`config.mk`:
```
export PLATFORM = sky130hd
export DESIGN_NAME = therm_gray_encoder
export DESIGN_NICKNAME = d
export VERILOG_FILES = /design/src/rtl/therm_gray_pkg.sv /design/src/rtl/tgc_column_enc.sv /design/src/rtl/tgc_merge.sv /design/src/rtl/therm_gray_encoder.sv
export SDC_FILE = /design/constraint.sdc
export NUM_CORES = 1
export LEC_CHECK = 0
export BUFFER_PORTS_ARGS = -buffer_cell sky130_fd_sc_hd__buf_2
export CAP_MARGIN = 20
export CORE_UTILIZATION = 40
export DETAILED_ROUTE_END_ITERATION = 8
export GPL_TIMING_DRIVEN = 0
export PLACE_DENSITY = 0.67
export SLEW_MARGIN = 10
export SYNTH_ARGS = -nofsm -noshare
export SYNTH_HDL_FRONTEND = slang
export SYNTH_SLANG_ARGS = --single-unit
export TNS_END_PERCENT = 50
```
`constraint.sdc`:
```
create_clock -name clk -period 15.4 [get_ports clk]
set_input_delay 0 -clock clk [delete_from_list [all_inputs] [get_ports clk]]
set_output_delay 0 -clock clk [all_outputs]
set_load 0.01 [all_outputs]
```
`src/rtl/therm_gray_pkg.sv`:
```
// Package: shared helpers for the thermometer-to-Gray encoder.
// Assumes codes fit in 32 bits.
package therm_gray_pkg;

    // Convert a binary value to reflected Gray code.
    function automatic logic [31:0] bin2gray(input logic [31:0] b);
        return b ^ (b >> 1);
    endfunction

endpackage

```
`src/rtl/tgc_column_enc.sv`:
```
// Column encoder: counts the ones in one column of the padded thermometer
// word and registers, on the falling clock edge, the count minus one, the
// column flag (lowest position set) and a column-full bit.
// Assumes the column input is stable around the falling edge (it comes from
// a rising-edge register).
module tgc_column_enc #(
    parameter int COL_BITS = 6
) (
    input  logic                    clk,
    input  logic                    rst_n,
    input  logic [2**COL_BITS-1:0]  col_i,
    output logic                    flag_o,
    output logic [COL_BITS-1:0]     pos_o,
    output logic                    full_o
);
    localparam int COL_W = 2**COL_BITS;

    logic [COL_BITS:0]   cnt;
    logic [COL_BITS:0]   cnt_m1;
    logic [COL_BITS-1:0] pos_d;

    // Ones count across the column; tolerant of isolated bubbles.
    always_comb begin
        cnt = '0;
        for (int i = 0; i < COL_W; i++) begin
            cnt = cnt + (COL_BITS+1)'(col_i[i]);
        end
        cnt_m1 = cnt - 1'b1;
        pos_d  = (cnt == '0) ? '0 : cnt_m1[COL_BITS-1:0];
    end

    // Falling-edge column register with synchronous active-low reset.
    always_ff @(negedge clk) begin
        if (!rst_n) begin
            flag_o <= 1'b0;
            pos_o  <= '0;
            full_o <= 1'b0;
        end else begin
            flag_o <= col_i[0];
            pos_o  <= pos_d;
            full_o <= &col_i;
        end
    end

    // a full column must report the top position with its flag set.
    assert_full_pos_R3: assert property (@(posedge clk) disable iff (!rst_n)
        full_o |-> (flag_o && (&pos_o)));

endmodule

```
`src/rtl/tgc_merge.sv`:
```
// Merge stage: selects the highest flagged column, forms the binary code
// {column index, position}, converts it to Gray and registers it on the
// rising edge together with the overflow flag.
// Assumes NUM_COLS is a power of two and the column results are stable at
// the rising edge (they change on the falling edge).
module tgc_merge
    import therm_gray_pkg::*;
#(
    parameter int COL_BITS = 6,
    parameter int NUM_COLS = 4
) (
    input  logic                           clk,
    input  logic                           rst_n,
    input  logic [NUM_COLS-1:0]            flag_i,
    input  logic [NUM_COLS*COL_BITS-1:0]   pos_i,
    input  logic [NUM_COLS-1:0]            full_i,
    output logic [COL_BITS+$clog2(NUM_COLS)-1:0] gray_o,
    output logic                           ovf_o
);
    localparam int SEL_W  = $clog2(NUM_COLS);
    localparam int CODE_W = COL_BITS + SEL_W;

    logic [SEL_W-1:0]  sel;
    logic [CODE_W-1:0] bin;
    logic [CODE_W-1:0] gray_d;

    // Priority pick of the highest column whose flag is set; column 0 default.
    always_comb begin
        sel = '0;
        for (int c = 1; c < NUM_COLS; c++) begin
            if (flag_i[c]) sel = SEL_W'(c);
        end
        bin    = {sel, pos_i[sel*COL_BITS +: COL_BITS]};
        gray_d = CODE_W'(bin2gray(32'(bin)));
    end

    // Rising-edge output register with synchronous active-low reset.
    always_ff @(posedge clk) begin
        if (!rst_n) begin
            gray_o <= '0;
            ovf_o  <= 1'b0;
        end else begin
            gray_o <= gray_d;
            ovf_o  <= &full_i;
        end
    end

    // on an in-range input the flags fill contiguously from column 0.
    assert_flags_contiguous_R6: assert property (@(posedge clk) disable iff (!rst_n)
        (flag_i != '0) |-> (flag_i[0] && (((flag_i + 1'b1) & flag_i) == '0)));

endmodule

```
`src/rtl/therm_gray_encoder.sv`:
```
// Top: captures the comparator thermometer word on the rising edge, splits
// it (with a constant one padded below bit 0) into columns encoded on the
// falling edge, and merges them into a Gray-coded output one clock later.
// Assumes therm_i is settled before each rising edge.
module therm_gray_encoder #(
    parameter int COL_BITS = 6,
    parameter int NUM_COLS = 4
) (
    input  logic                                      clk,
    input  logic                                      rst_n,
    input  logic [NUM_COLS*(2**COL_BITS)-2:0]         therm_i,
    output logic [COL_BITS+$clog2(NUM_COLS)-1:0]      gray_o,
    output logic                                      ovf_o
);
    localparam int COL_W  = 2**COL_BITS;
    localparam int PAD_W  = NUM_COLS * COL_W;
    localparam int TH_W   = PAD_W - 1;
    localparam int CODE_W = COL_BITS + $clog2(NUM_COLS);

    logic [TH_W-1:0]              cap_q;
    logic [PAD_W-1:0]             padded;
    logic [NUM_COLS-1:0]          flags;
    logic [NUM_COLS-1:0]          fulls;
    logic [NUM_COLS*COL_BITS-1:0] poss;

    // Rising-edge capture of the comparator outputs.
    always_ff @(posedge clk) begin
        if (!rst_n) cap_q <= '0;
        else        cap_q <= therm_i;
    end

    // Constant one below the ladder bottom so an empty word encodes to 0.
    assign padded = {cap_q, 1'b1};

    for (genvar c = 0; c < NUM_COLS; c++) begin : g_col
        tgc_column_enc #(.COL_BITS(COL_BITS)) u_col (
            .clk    (clk),
            .rst_n  (rst_n),
            .col_i  (padded[c*COL_W +: COL_W]),
            .flag_o (flags[c]),
            .pos_o  (poss[c*COL_BITS +: COL_BITS]),
            .full_o (fulls[c])
        );
    end

    tgc_merge #(.COL_BITS(COL_BITS), .NUM_COLS(NUM_COLS)) u_merge (
        .clk    (clk),
        .rst_n  (rst_n),
        .flag_i (flags),
        .pos_i  (poss),
        .full_i (fulls),
        .gray_o (gray_o),
        .ovf_o  (ovf_o)
    );

    // a reset edge leaves the outputs cleared.
    assert_reset_clears_R1: assert property (@(posedge clk)
        !rst_n |=> (gray_o == '0 && !ovf_o));

    // overflow always comes with the saturated code.
    assert_ovf_saturates_R3: assert property (@(posedge clk) disable iff (!rst_n)
        ovf_o |-> (gray_o == CODE_W'(1 << (CODE_W-1))));

    // overflow only follows a captured all-ones word.
    assert_ovf_source_R4: assert property (@(posedge clk) disable iff (!rst_n)
        ovf_o |-> $past(&cap_q));

endmodule

```
==> reports/results.tsv, run 1 <==
metric	value	unit
post_cts resized	0	
Syn. warnings	0	
Synth cell types	46	
Crit Reg-Reg Startpoint	cap_q[111]	
post-synthesis sequential area ratio	36.7	%
final global-route overflow total	0	
post-synthesis average cell area	10.5	sq um
GR peak layer	met2	
GRT Total Usage	21.6	%
Post-synth ARST share	0	%
Vert. Die Dim	203	um
Hold Path Sink	u_merge.gray_o[6]	
hold path startpoint	rst_n	
initial core utilization	40.5	%
vias in the first global route	13406	
Worst Path Max Fanout	3	
global-route wire length before repair	67800	um
Synth Register Bits	295	
skew final	0.0732	ns
H-tree Lvls	2	
Hold Buf Count CTS	255	
critical path's slowest cell	fa_1	
Layout Nets	2665	
r2r setup slk	0.85	ns
worst path cell trace	inv_1 > fa_1 > inv_1 > fa_1 > fa_1 > inv_1 > fa_1 > inv_1 > fa_1 > fa_1 > fa_1 > inv_1 > fa_1 > inv_1 > fa_1 > a21o_1 > a21oi_1 > xnor2_1 > a211o_1 > or4b_1 > a21oi_1	
r2r endpoint	g_col[1].u_col.pos_o[5]	
area delta synth->final	36.1	%
Clock Pin Slew Worst Setup and Hold Paths	0.06	ns
global-route track usage on met1	25.1	%
Placer Congestion	0.855	
Arrival @ worst endpoint	7.36	ns
final hold vios	0	
status	finished clean	
worst relative slew slack	55.4	%
Setup TNS	0	ns
Ports	266	
max_cap viols	0	
WL/cell	16.0	um
DR vias	11891	
drt drc	0	
final setup violating endpoints	0	
Clock Tree Root	clkbuf_16	
number of vias per cell	4.45	
worst skew pair latency	0.60	ns
critical path launch point type	flip-flop	
GRT met2 Usage	39.2	%
synthesized cell area	16100	sq um
final core occ	55.1	%
Die Area	41000	sq um
Setup CP Type	reg -> reg	
Max Root-Sink Buffers	3	
worst hold path type	in -> reg	
DP Wirelength	31200	um
DRT iter0 DRCs	369	
Worst Tran Pin Value	0.669	ns
Min Hold Slack	0.0492	ns
DRT antenna net count	0	
final WL	42700	um
Hold Crit Depth	3	
max incr delay on CP	0.58	ns
met3 usage	4.17	%
TritonCTS clock tree	yes	
share of post-route cells with drive strength above 1	15.5	%
core area	39700	sq um
Post-synth EDFFs	0	
Slew Limit Fails	0	
PnR worst setup slack	0.853	ns
Synth Flop Type	dfxtp_1	
most common cell type on the critical path	fa_1	
Worst Path Required	8.22	ns
Post-CTS Setup Repair Bufs	0	
Num CTS Buffers	34	
largest net degree at the start of global routing	15	
Worst Setup Slack post-DPL	0.867	ns
clock sink count	295	
initial antenna violation count	4	
Chip Width	203	um
Post-Syn Instances	1534	
CP endpoint kind	flip-flop	
syn nets	2079	
port bufs	264	
DRT Pass-1 Iters	5	
Rows	73	
worst r2r path cells	21	
RSZ-0062 raised after global routing	false	
## cells by family after synthesis
| logic type | Yosys count | share of synthesized area [%] |
|---|---|---|
| fa+ha+maj | 288 | 32.5 |
| compound gates | 57 | 2.51 |
| flops | 295 | 36.7 |
| buf+inv | 421 | 9.83 |
| xor+xnor | 26 | 1.50 |
| mux | 12 | 0.747 |
| simple gates | 435 | 16.2 |
## sequential cells by signal (all words and copies together) (netlist names)
signal              cells
g_col.u_col.flag_o      3
cap_q                 255
u_merge.gray_o          8
g_col.u_col.full_o      4
g_col.u_col.pos_o      24
u_merge.ovf_o           1
## placed cells by master, fill, tap and decap left out, types with 7 or more instances in the layout
| cell type | instances |
|---|---|
| dfxtp_1 | 295 |
| nand3_1 | 7 |
| buf_2 | 264 |
| fa_1 | 216 |
| nor2_1 | 41 |
| inv_1 | 417 |
| nor4_1 | 16 |
| xnor2_1 | 20 |
| nand4_1 | 64 |
| and2_1 | 258 |
| nand2_1 | 16 |
| clkbuf_16 | 36 |
| o21ai_0 | 11 |
| clkbuf_1 | 37 |
| ha_1 | 72 |
| dlygate4sd3_1 | 255 |
| mux2i_1 | 12 |
| a21oi_1 | 18 |
## area by class of cell
type                            instances  area [sq um]
Antenna cell                            4          10.0
Tap cell                              525           657
Sequential cell                       295          5910
Fill cell                            3382         17800
Multi-Input combinational cell        818          8600
Inverter                              386          1450
Timing Repair Buffer                  520          3890
Buffer                                 34           128
Clock buffer                           43           967
Clock inverter                         46           290
## how the worst max path moves through the flow
stage / from / endpoint / slack (ns) / depth (start not counted)
CTS: cap_q[63] / g_col[1].u_col.pos_o[5] / 0.87 / 19
global route: cap_q[111] / g_col[1].u_col.pos_o[5] / 0.58 / 21
global placement: cap_q[127] / g_col[2].u_col.pos_o[5] / 0.93 / 19
finish: cap_q[111] / g_col[1].u_col.pos_o[5] / 0.85 / 21
floorplan: cap_q[127] / g_col[2].u_col.pos_o[5] / 1.27 / 19
detailed placement: cap_q[63] / g_col[1].u_col.pos_o[5] / 0.87 / 19
## cell usage after synthesis (3+ instances only)
cell      instances  area [sq um]
or2_2             4          25.0
xnor2_1          20           175
dfxtp_1         295          5910
xor2_1            5          43.8
o21a_1            5          37.5
inv_1           387          1450
a21oi_1          18          90.1
nor2b_1           3          18.8
ha_1             72           901
mux2i_1          12           120
nor3_1            5          25.0
nand3_1           7          35.0
nor2_1           41           154
and2_1          258          1610
clkbuf_1         34           128
fa_1            216          4320
nor4_1           16           100
a21o_1            3          22.5
nand2b_1          5          31.3
and4_1            4          35.0
nand2_1          16          60.1
nand4_1          64           400
o21ai_0          11          55.1
## metrics by stage
step	cell area (sq um)	std cells
final	21900	2671
after global routing	21900	2670
after CTS	21900	2666
after detailed placement	18100	2323
after global placement	18100	2323
after floorplan	16100	1534
## routing by layer
layer	share of wire, %	up-vias
met1	41	5791
met3	4.3	64
li1	-	5747
met5	0	-
met2	52	289
met4	2.7	0
## critical path, delay by kind of cell, from the launching register on
family	cells	cell delay [ns]
AO/OA/AOI/OAI	4	0.84
XOR/XNOR	1	0.16
adder cells (fa/ha/maj)	9	4.61
buffers and inverters	6	0.40
flip-flops	1	0.34
AND/OR/NAND/NOR	1	0.47
Power of run 1 is left out: the tool's default activity adds up to more than one toggle a clock period on the data nets, which glitch-free logic cannot reach.
==> inputs of run 2 (changes only) <==
- SYNTH_HIERARCHICAL: unset -> 1
==> run 2 against run 1 <==
Effect of this change:
- via count grew 4.3%
- clock skew grew 0.0096 ns
- critical path depth decreased by 1
- clock-buffer cell count is the same
- die area grew 2.6%
- first-iteration DRC count up 37%
- area after synthesis is 2.7% higher
- critical path type unchanged
- critical endpoint is now g_col[0].u_col/pos_o[2]
==> reports/results.tsv, run 2 <==
metric	value	unit	change
status	finished clean		
synthesized cell area	16500	sq um	+2.7%
Worst Path Required	8.16	ns	-0.06 ns
post-synthesis average cell area	10.5	sq um	+0.37%
delay-heaviest family, CP	adder cells		
Worst Path Max Fanout	5		+2
Vert. Die Dim	205	um	+1.3%
DP Wirelength	32200	um	+3.1%
post_cts resized	0		unchanged
worst skew pair latency	0.60	ns	about the same
r2r setup slk	1.12	ns	+0.27 ns
commonest cells after routing, fill and taps aside	inv_1 (441), dfxtp_1 (295), buf_2 (267)		
most common cell type on the critical path	fa_1		
max_cap viols	0		unchanged
critical path's slowest cell	fa_1		
worst path cell trace	inv_1 > fa_1 > inv_1 > fa_1 > fa_1 > inv_1 > fa_1 > inv_1 > fa_1 > fa_1 > fa_1 > inv_1 > fa_1 > inv_1 > ha_1 > a211oi_2 > o211ai_1 > nor4b_4 > o41ai_4 > nor2_1		
WL/cell	16.2	um	+1.5%
clock sink count	295		unchanged
Placer Congestion	0.899		+5.2%
final instance area	22400	sq um	+2.2%
TritonCTS clock tree	yes		
DRT Pass-1 Iters	5		unchanged
Rows	74		+1.4%
area delta synth->final	35.6	%	
DRT iter0 DRCs	505		+37%
core area	40700	sq um	+2.5%
Hold Path Sink	u_merge/gray_o[3]		
Biggest register	cap_q		
H-tree Lvls	2		unchanged
worst hold path type	in -> reg		
critical path launch point type	flip-flop		
Worst Tran Pin Value	0.706	ns	+0.0375 ns
global-route wire length before repair	69700	um	+2.7%
vias in the first global route	13932		+3.9%
number of vias per cell	4.57		+2.7%
Num CTS Buffers	34		unchanged
Crit Reg-Reg Startpoint	cap_q[34]		
initial core utilization	40.5	%	+0.050 points
Ports	266		unchanged
Hold Buf Count CTS	255		unchanged
Syn. warnings	6		+6
final hold vios	0		unchanged
skew final	0.0828	ns	+0.00957 ns
placed cell count	2367		+1.9%
largest net degree at the start of global routing	19		+4
worst relative slew slack	52.9	%	-2.5 points
RSZ-0062 raised after global routing	false		
Post-CTS Setup Repair Bufs	0		unchanged
Post-Syn Instances	1569		+2.3%
largest registers	cap_q x255, g_col.u_col/pos_o x24, u_merge/gray_o x8		
Clock Tree Root	clkbuf_16		
worst r2r path cells	20		-4.8%
hold path startpoint	rst_n		
Slew Limit Fails	0		unchanged
final global-route overflow total	0		unchanged
share of post-route cells with drive strength above 1	17.9	%	+2.3 points
Post-DP Area	18500	sq um	+2.5%
port bufs	265		+0.38%
drt drc	0		unchanged
Setup CP Type	reg -> reg		
DRT antenna net count	0		unchanged
max FFs per register	255		unchanged
Arrival @ worst endpoint	7.04	ns	-0.32 ns
final setup violating endpoints	0		unchanged
Worst Path Buf+Inv	6		unchanged
Clock Pin Slew Worst Setup and Hold Paths	0.06	ns	about the same
Hold Crit Depth	3		unchanged
Layout Nets	2698		+1.2%
DR vias	12405		+4.3%
Chip Width	205	um	+1.3%
most common cell after layout, fill and taps aside	inv_1		
final WL	44000	um	+3.1%
Die Area	42100	sq um	+2.6%
max incr delay on CP	0.59	ns	about the same
non-filler cells, final	2714		+1.6%
r2r endpoint	g_col[0].u_col/pos_o[2]		
GRT Total Usage	21.7	%	+0.079 points
Max Root-Sink Buffers	3		unchanged
initial antenna violation count	2		-2
Setup TNS	0	ns	unchanged
CP endpoint kind	flip-flop		
run 2: stage by stage:
step | util, % | hold slack, ns | setup WS, ns
floorplan | - | 0.122 | 1.53
detailed placement | 45.4 | 0.210 | 1.15
global route | 54.9 | 0.181 | 0.805
global placement | 45.4 | 0.207 | 1.21
CTS | 54.9 | 0.153 | 1.10
finish | 54.9 | 0.178 | 1.12
run 2: cell type report:
class,instances,area [sq um]
Sequential cell,295,5910
Clock inverter,48,349
Fill cell,3365,18400
Inverter,411,1540
Antenna cell,5,12.5
Clock buffer,43,978
Multi-Input combinational cell,830,8890
Tap cell,532,666
Timing Repair Buffer,520,3880
Buffer,30,161
run 2: worst min-delay path, stage by stage:
cell	delay, ns
buf_2	0.32
clkinv_1	0.26
nor2_1	0.07
run 2: metal layers:
layer / track usage (%) / routed length (um)
met5: 0 / 0
met4: 11.8 / 2000
met3: 3.47 / 1860
met2: 37.5 / 22300
met1: 25.6 / 17900
run 2: worst max path at each step:
stage	from	end	slack [ns]	cells after the start
3_5_place_dp	cap_q[162]	g_col[2].u_col/pos_o[3]	1.15	20
6_report	cap_q[34]	g_col[0].u_col/pos_o[2]	1.12	20
4_1_cts	cap_q[34]	g_col[0].u_col/pos_o[2]	1.10	20
3_3_place_gp	cap_q[34]	g_col[0].u_col/pos_o[2]	1.21	20
5_1_grt	cap_q[162]	g_col[2].u_col/pos_o[3]	0.81	20
2_1_floorplan	cap_q[162]	g_col[2].u_col/pos_o[2]	1.53	20
Power of run 2 is left out for the same reason.
==> inputs of run 3 (changes only) <==
- GPL_TIMING_DRIVEN: 0 -> unset
==> run 3 against run 2 <==
Effect of this change:
- first-iteration DRC count shrank 5.5%
- worst hold slack worse by 0.011 ns
- die area did not move
- worst setup slack improved by 0.055 ns
- non-clock buffer count rose by 8
- wire length decreased by 1.7%
- critical endpoint unchanged
==> reports/results.tsv, run 3 (same netlist as run 2, synthesis figures left out) <==
metric	value	unit	change
DRT iter0 DRCs	477		-5.5%
TritonCTS clock tree	yes		
final global-route overflow total	0		unchanged
Placer Congestion	0.877		-2.5%
initial core utilization	40.5	%	unchanged
skew final	0.0576	ns	-0.0253 ns
global-route wire length before repair	69100	um	-0.89%
Worst Path Max Fanout	5		unchanged
Worst Tran Pin Value	0.858	ns	+0.152 ns
final hold vios	0		unchanged
max FFs per register	255		unchanged
RSZ-0062 raised after global routing	false		
final WL	43300	um	-1.7%
drt drc	0		unchanged
Clock Tree Root	clkbuf_16		
area delta synth->final	35.5	%	about the same
placed cell count	2339		-1.2%
number of vias per cell	4.52		-1.1%
Setup CP Type	reg -> reg		
Chip Width	205	um	unchanged
Ports	266		unchanged
Rows	74		unchanged
Filler cells	3335		-0.89%
Arrival @ worst endpoint	7.01	ns	-0.03 ns
CP endpoint kind	flip-flop		
worst path cell trace	inv_1 > fa_1 > inv_1 > fa_1 > fa_1 > inv_1 > fa_1 > inv_1 > fa_1 > fa_1 > fa_1 > inv_1 > fa_1 > inv_1 > ha_1 > a211oi_2 > o211ai_1 > nor4b_4 > o41ai_4 > nor2_1		
clock sink count	295		unchanged
most common cell after layout, fill and taps aside	inv_1		
max incr delay on CP	0.59	ns	about the same
status	finished clean		
largest net degree at the start of global routing	125		+106
most common cell type on the critical path	fa_1		
Num CTS Buffers	31		-8.8%
Layout Nets	2703		+0.19%
DRT antenna net count	0		unchanged
non-filler cells, final	2717		+0.11%
Post-CTS Setup Repair Bufs	0		unchanged
final setup violating endpoints	0		unchanged
worst hold path type	in -> reg		
GRT Total Usage	21.1	%	-0.58 points
Min Hold Slack	0.167	ns	-0.0107 ns
Max Root-Sink Buffers	3		unchanged
Biggest register	cap_q		
Vert. Die Dim	205	um	unchanged
port bufs	265		unchanged
share of post-route cells with drive strength above 1	16.3	%	-1.6 points
critical path's slowest cell	fa_1		
commonest cells after routing, fill and taps aside	inv_1 (441), dfxtp_1 (295), dlygate4sd3_1 (291)		
Setup TNS	0	ns	unchanged
Clock Pin Slew Worst Setup and Hold Paths	0.06	ns	about the same
Die Area	42100	sq um	unchanged
worst relative slew slack	42.8	%	-10 points
Worst Path Required	8.19	ns	+0.03 ns
critical path launch point type	flip-flop		
WL/cell	15.9	um	-1.8%
vias in the first global route	13887		-0.32%
DP Wirelength	30500	um	-5.1%
largest registers	cap_q x255, g_col.u_col/pos_o x24, u_merge/gray_o x8		
core area	40700	sq um	unchanged
worst r2r path cells	20		unchanged
initial antenna violation count	3		+1
Slew Limit Fails	0		unchanged
DRT Pass-1 Iters	5		unchanged
Hold Crit Depth	3		unchanged
max_cap viols	0		unchanged
H-tree Lvls	1		-1
DR vias	12282		-0.99%
worst skew pair latency	0.61	ns	about the same
run 3: cell count changes in the layout (fill, tap and decap cells not counted), moves of 3 or more:
cell | previous run | this run
clkinv_2 | 2 | 7
clkbuf_2 | 25 | 0
bufinv_16 | 4 | 1
clkbuf_16 | 37 | 31
buf_2 | 267 | 264
dlygate4sd3_1 | 255 | 291
run 3: area by class of cell:
class	count	area (sq um)	share of cell area (%)
Antenna cell	3	7.51	0.0336
Clock buffer	40	860	3.84
Clock inverter	48	244	1.09
Inverter	411	1540	6.89
Multi-Input combinational cell	830	8890	39.7
Sequential cell	295	5910	26.4
Tap cell	532	666	2.97
Timing Repair Buffer	558	4260	19.0
run 3: metrics by stage:
| stage | utilization [%] | instance area [sq um] | worst slack [ns] |
|---|---|---|---|
| floorplan | - | 16500 | 1.53 |
| global placement | 45.1 | 18400 | 1.34 |
| detailed placement | 45.1 | 18400 | 1.13 |
| CTS | 54.9 | 22400 | 1.12 |
| global route | 54.9 | 22400 | 0.866 |
| finish | 54.9 | 22400 | 1.18 |
run 3: per-layer routing:
layer / track usage [%] / part of all wire, % / vias to the layer above / wire, um
met5: 0 / 0.018 / - / 8
met1: 24.6 / 40 / 5923 / 17500
met3: 3.45 / 3.8 / 138 / 1630
met4: 9.39 / 4.4 / 2 / 1890
li1: - / - / 5908 / -
met2: 37.8 / 51 / 311 / 22200
run 3: what timing repair did:
action                    4_1_cts  5_1_grt
gates resized for setup         0        0
hold endpoints to repair      264        0
hold buffers                  291        0
run 3: final timing paths:
path	from	endpoint	slack (ns)
setup / recovery	cap_q[34]	g_col[0].u_col/pos_o[2]	1.18
hold / removal	therm_i[238]	cap_q[238]	0.17
setup reg to reg	cap_q[34]	g_col[0].u_col/pos_o[2]	1.18
hold reg to reg	g_col[1].u_col/full_o	u_merge/ovf_o	8.19
run 3: critical path: cells and delay by family (launching register included):
family / cells / cell delay [ns]
adder cells (fa/ha/maj): 9 / 4.47
AO/OA/AOI/OAI: 3 / 1.01
AND/OR/NAND/NOR: 2 / 0.26
flip-flops: 1 / 0.33
buffers and inverters: 6 / 0.36
Power of run 3 is left out for the same reason.
